`src/rtl/pwn_pkg.sv`:
```
package pwn_pkg;
  typedef enum logic [1:0] {
    SP_MEM = 2'd0,
    SP_CFG = 2'd1,
    SP_REG = 2'd2,
    SP_RSV = 2'd3
  } space_e;

  // Commands that must never use a wide data path: I/O and configuration.
  function automatic logic narrow_only_cmd(input logic [3:0] cmd);
    return (cmd[3:1] == 3'b001) || (cmd[3:1] == 3'b101);
  endfunction

  function automatic logic wants_wide(input logic mode, input logic [3:0] cmd,
                                      input logic [31:0] len_dw);
    return mode && !narrow_only_cmd(cmd) && (len_dw >= 32'd2);
  endfunction

  function automatic logic region_allows_wide(input logic [1:0] sp);
    return sp == SP_MEM;
  endfunction
endpackage

```
`src/rtl/pwn_strap.sv`:
```
module pwn_strap (
  input  logic clk,
  input  logic rst_n,
  input  logic adr_i,
  input  logic r64_i,
  output logic wide_o
);
  logic wide_q;

  // Loads on every edge while reset is low; the last one before release wins.
  always_ff @(posedge clk) begin
    if (!rst_n) wide_q <= adr_i & r64_i;
  end

  assign wide_o = wide_q;
endmodule

```
`src/rtl/pwn_master.sv`:
```
module pwn_master #(
  parameter int LEN_W = 8
) (
  input  logic             clk,
  input  logic             rst_n,
  input  logic             mode_i,
  input  logic             start_i,
  input  logic             end_i,
  input  logic [3:0]       cmd_i,
  input  logic [LEN_W-1:0] len_i,
  input  logic             devsel_i,
  input  logic             ack64_i,
  output logic             req64_o,
  output logic             wide_o,
  output logic             fallback_hit_o
);
  import pwn_pkg::*;

  logic active_q, want_q, fb_q;

  assign fallback_hit_o = active_q && want_q && devsel_i && !ack64_i && !start_i;

  always_ff @(posedge clk or negedge rst_n) begin
    if (!rst_n) begin
      active_q <= 1'b0;
      want_q   <= 1'b0;
      fb_q     <= 1'b0;
    end else if (start_i) begin
      active_q <= 1'b1;
      want_q   <= wants_wide(mode_i, cmd_i, 32'(len_i));
      fb_q     <= 1'b0;
    end else if (end_i) begin
      active_q <= 1'b0;
      want_q   <= 1'b0;
      fb_q     <= 1'b0;
    end else if (fallback_hit_o) begin
      fb_q     <= 1'b1;
    end
  end

  assign req64_o = active_q && want_q;
  assign wide_o  = active_q && want_q && !fb_q;
endmodule

```
`src/rtl/pwn_lane_split.sv`:
```
module pwn_lane_split #(
  parameter int BE_W = 8
) (
  input  logic            clk,
  input  logic            rst_n,
  input  logic            clear_i,
  input  logic            wide_i,
  input  logic            valid_i,
  input  logic [BE_W-1:0] be_i,
  output logic [BE_W-1:0] be_o,
  output logic            hi_o,
  output logic            ready_o
);
  localparam int HALF = BE_W / 2;

  logic half_q;

  always_ff @(posedge clk or negedge rst_n) begin
    if (!rst_n)                  half_q <= 1'b0;
    else if (clear_i)            half_q <= 1'b0;
    else if (valid_i && !wide_i) half_q <= ~half_q;
  end

  always_comb begin
    if (wide_i) begin
      be_o    = be_i;
      hi_o    = 1'b0;
      ready_o = valid_i;
    end else begin
      be_o    = '0;
      be_o[HALF-1:0] = half_q ? be_i[BE_W-1:HALF] : be_i[HALF-1:0];
      hi_o    = half_q;
      ready_o = valid_i && half_q;
    end
  end
endmodule

```
`src/rtl/pwn_target.sv`:
```
module pwn_target (
  input  logic       mode_i,
  input  logic       devsel_i,
  input  logic       req64_i,
  input  logic [1:0] space_i,
  output logic       ack64_o
);
  import pwn_pkg::*;

  assign ack64_o = mode_i && devsel_i && req64_i && region_allows_wide(space_i);
endmodule

```
`src/rtl/pci_width_neg.sv`:
```
module pci_width_neg #(
  parameter int LEN_W = 8,
  parameter int BE_W  = 8
) (
  input  logic             clk,
  input  logic             rst_n,
  input  logic             strap_adr_i,
  input  logic             strap_r64_i,
  output logic             wide_mode_o,
  input  logic             m_start_i,
  input  logic             m_end_i,
  input  logic [3:0]       m_cmd_i,
  input  logic [LEN_W-1:0] m_len_dw_i,
  input  logic             m_devsel_i,
  input  logic             m_ack64_i,
  output logic             m_req64_o,
  output logic             m_wide_o,
  input  logic             m_beat_valid_i,
  input  logic [BE_W-1:0]  m_beat_be_i,
  output logic [BE_W-1:0]  m_be_o,
  output logic             m_hi_half_o,
  output logic             m_beat_ready_o,
  input  logic             t_devsel_i,
  input  logic             t_req64_i,
  input  logic [1:0]       t_space_i,
  output logic             t_ack64_o
);
  logic mode;
  logic fallback_hit;

  pwn_strap u_strap (
    .clk   (clk),
    .rst_n (rst_n),
    .adr_i (strap_adr_i),
    .r64_i (strap_r64_i),
    .wide_o(mode)
  );

  pwn_master #(.LEN_W(LEN_W)) u_master (
    .clk           (clk),
    .rst_n         (rst_n),
    .mode_i        (mode),
    .start_i       (m_start_i),
    .end_i         (m_end_i),
    .cmd_i         (m_cmd_i),
    .len_i         (m_len_dw_i),
    .devsel_i      (m_devsel_i),
    .ack64_i       (m_ack64_i),
    .req64_o       (m_req64_o),
    .wide_o        (m_wide_o),
    .fallback_hit_o(fallback_hit)
  );

  pwn_lane_split #(.BE_W(BE_W)) u_split (
    .clk    (clk),
    .rst_n  (rst_n),
    .clear_i(m_start_i),
    .wide_i (m_wide_o),
    .valid_i(m_beat_valid_i),
    .be_i   (m_beat_be_i),
    .be_o   (m_be_o),
    .hi_o   (m_hi_half_o),
    .ready_o(m_beat_ready_o)
  );

  pwn_target u_target (
    .mode_i  (mode),
    .devsel_i(t_devsel_i),
    .req64_i (t_req64_i),
    .space_i (t_space_i),
    .ack64_o (t_ack64_o)
  );

  assign wide_mode_o = mode;
endmodule

```
`config.mk`:
```
export PLATFORM = sky130hd
export DESIGN_NAME = pci_width_neg
export DESIGN_NICKNAME = d
export VERILOG_FILES = /design/src/rtl/pwn_pkg.sv /design/src/rtl/pwn_strap.sv /design/src/rtl/pwn_master.sv /design/src/rtl/pwn_lane_split.sv /design/src/rtl/pwn_target.sv /design/src/rtl/pci_width_neg.sv
export SDC_FILE = /design/constraint.sdc
export NUM_CORES = 1
export LEC_CHECK = 0
export BUFFER_PORTS_ARGS = -buffer_cell sky130_fd_sc_hd__buf_2
export CELL_PAD_IN_SITES_DETAIL_PLACEMENT = 0
export CELL_PAD_IN_SITES_GLOBAL_PLACEMENT = 1
export CORE_MARGIN = 10
export CORE_UTILIZATION = 19
export DETAILED_ROUTE_END_ITERATION = 12
export PLACE_DENSITY_LB_ADDON = 0.05
export RECOVER_POWER = 25
export SETUP_SLACK_MARGIN = 0.5
export SYNTH_ARGS = -nofsm -noshare
export SYNTH_HDL_FRONTEND = slang
export SYNTH_SLANG_ARGS = --single-unit
```
`constraint.sdc`:
```
create_clock -name clk -period 1.5 [get_ports clk]
set_input_delay 0 -clock clk [delete_from_list [all_inputs] [get_ports clk]]
set_output_delay 0 -clock clk [all_outputs]
set_load 0.02 [all_outputs]
```
==> qor.yml <==
status: "complete, no violations"
firstDrtPassIters: 2
period_minus_slack_ns: 1.476
detail_route.wl_per_cell_um: 12.28
power.internal_uw: 365.3
path_clk_slew_ns: 0.04
grtUsageTotal_pct: 7.526
end_kind: "output pin"
worst-slew-pin-transition_ns: 0.2797
dp.final_hpwl_mm: 1.214
grt_busiest_layer: "met2"
post-place-cells: 110
hp-start: "strap_r64_i"
p_per_area_nw_per_um2: 675.9
hold_slack_ns: 0.03628
layout-area-overhead-vs-synth_pct: 105.7
diodes: 0
worstSkewPairLatency_ns: 0.24
cts_tree: "done"
required_ns: 1.50
ir_drop_uv: 317.8
nFillCells: 209
critPathTopFamily: "simple AND/OR/NAND/NOR gates"
crit_buf_inv: 1
swShare_pct: 29.98
vias: 491
use_met1_pct: 9.002
synth_top_area_share_pct: 26.67
grt_overflow: 0
synth_largest_area_cell: "dfrtp_1"
drv_cap: 0
rr_worst_depth: 4
r2r_start: "u_master.want_q$_DFFE_PN0N_"
timing.final.crit_share_pct: 98.43
place_area_um2: 628.1
power_leakage_uw: 0.0004225
cts_root_buffer: "clkbuf_4"
path_cells: "and3b_2, nand2b_4, mux2_4, buf_6"
p_switching_uw: 156.4
met3_usage_pct: 5.326
pwr-share-clk_pct: 30.4
combPwrFrac_pct: 39.7
setup_viol: 0
hold_class: "in -> reg"
cp-start-kind: "flop"
dp_slack_ns: 0.1831
critPathMaxStageDelay_ns: 0.38
start_util_pct: 19.53
synth-seq-cells: 5
final_cell_mix: "30 x buf_2, 10 x buf_6, 6 x inv_1"
reg2reg_slack_ns: 0.26
die_height_um: 64.45
seq_power_share_pct: 30.0
design_area_um2: 772.0
fmax_mhz: 677.3
syn_area_per_cell_um2: 9.384
synthTopCellsByArea: "dfrtp_1 27%, mux2_4 16%, and2_2 8.0%"
r2r-end: "u_split.half_q$_DFFE_PN0P_"
timing_max_transition_violations_final: 0
cts.sinks: 5
layout_commonest_cell: "buf_2"
final_cells: 119
hold_violations: 0
fin_ws_ns: 0.02361
yosysWarnings: 0
rsz0062_at_grt: "true"
synth.net_count: 73
crit_type: "reg -> out"
critPathMaxFanout: 5
worstPathArrival_ns: 1.48
pin_count: 47
slew_headroom_pct: 81.35
p_total_uw: 521.8
rows: 16
cts_buffer_depth: 2
grt_pass1_wl_mm: 2.546
grt_pass1_vias: 567
initialDrtViolationCount: 7
cts_buffers: 3
clock_skew_ns: 0.002506
min_path_cells: 2
drive_gt1_share_pct: 66.30
die_area_um2: 4153
numPortBuffers: 43
remaining_drc_errors: 0
coreArea_um2: 1922
syn_area_um2: 375.4
grt_use_met2_pct: 10.34
detail_route.vias_per_cell: 4.126
gp_congestion: 0.6942
critical_path_depth: 4
nets: 126
hold_end: "u_strap.wide_o$_DFFE_PN_"
wl_mm: 1.461
grt_antenna_before_repair: 0
dieWidth_um: 64.45
ant_nets: 0
synth_cell_types: 21
ctsHtreeMaxLevel: 1
syn_inst: 40
yosysSeqAreaShare_pct: 34.67
grt_max_degree: 6
cpMaxStageDelayCell: "dfrtp_1"
-- cell usage after synthesis (all sizes together) --
library cell,number
inv,6
nand2b,1
a21oi,1
and2,6
o211ai,1
nor3,2
or3,1
nor4,1
o21ai,2
nor2,3
and3b,1
nand2,1
edfxtp,1
a31oi,1
dfrtp,4
mux2,4
a21o,1
buf,1
or4,1
nand3,1
-- power by group through the flow --
stage / Clock [µW] / Sequential (µW) / Combinational, µW
2_1_floorplan: 0 / 159 / 93.5
5_1_grt: 177 / 158 / 229
6_report: 158 / 156 / 207
3_5_place_dp: 0 / 158 / 168
4_1_cts: 170 / 156 / 201
3_3_place_gp: 0 / 159 / 168
-- kinds of logic (layout without fill, tap and decap cells) --
family          Yosys count  after routing  synth area share [%]
buf+inv                   7             59                 8.999
mux                       4              4                 16.00
simple gates             18             18                 30.67
flops                     5              5                 34.67
compound gates            6              6                 9.668
-- cell type report --
type | count | area, µm² | area share [%]
timing repair buffer | 49 | 334.1 | 43.27
multi-input combinational | 28 | 225.2 | 29.17
sequential | 5 | 130.1 | 16.86
tap | 27 | 33.78 | 4.376
clock buffer | 4 | 26.28 | 3.404
inverter | 6 | 22.52 | 2.917
-- sequential cells by signal, summed over array words and instances, names as in the netlist --
register and count:
u_master.fb_q 1, u_split.half_q 1, u_master.want_q 1, u_strap.wide_o 1, u_master.active_q 1
-- worst max-delay path by stage --
stage,startpoint,end,slack [ns]
final,u_master.want_q$_DFFE_PN0N_,m_be_o[3],0.02
after global placement,u_master.fb_q$_DFFE_PN0P_,m_be_o[0],0.17
after global routing,u_master.fb_q$_DFFE_PN0P_,m_be_o[2],-0.04
after detailed placement,u_master.fb_q$_DFFE_PN0P_,m_be_o[3],0.18
after CTS,u_master.fb_q$_DFFE_PN0P_,m_be_o[0],0.004
after floorplan,u_master.fb_q$_DFFE_PN0P_,m_be_o[0],0.30
-- worst register-to-register path: stages (launching register included) --
cell	delay [ns]
dfrtp_1	0.38
and3b_2	0.23
buf_4	0.14
or3_1	0.30
a21oi_1	0.12
-- routing by layer --
layer  up-vias  part of all wire [%]
met4         0                     0
met3         0                    12
li1        242                     -
met5         -                     0
met2        36                    43
met1       213                    45
-- timing repair --
item	CTS	global route
setup endpoints to repair	13	15
hold endpoints to repair	6	0
setup buffers	2	0
hold buffers	3	0
gates resized for setup	14	10
pin swaps	1	1
-- per-stage QoR --
step           TNS [ns]  util [%]
3_5_place_dp          0     32.68
3_3_place_gp          0     32.68
4_1_cts               0     38.48
6_report              0     40.17
5_1_grt         -0.1910     40.17
2_1_floorplan         0         -
(Power assumes the default switching activity.)
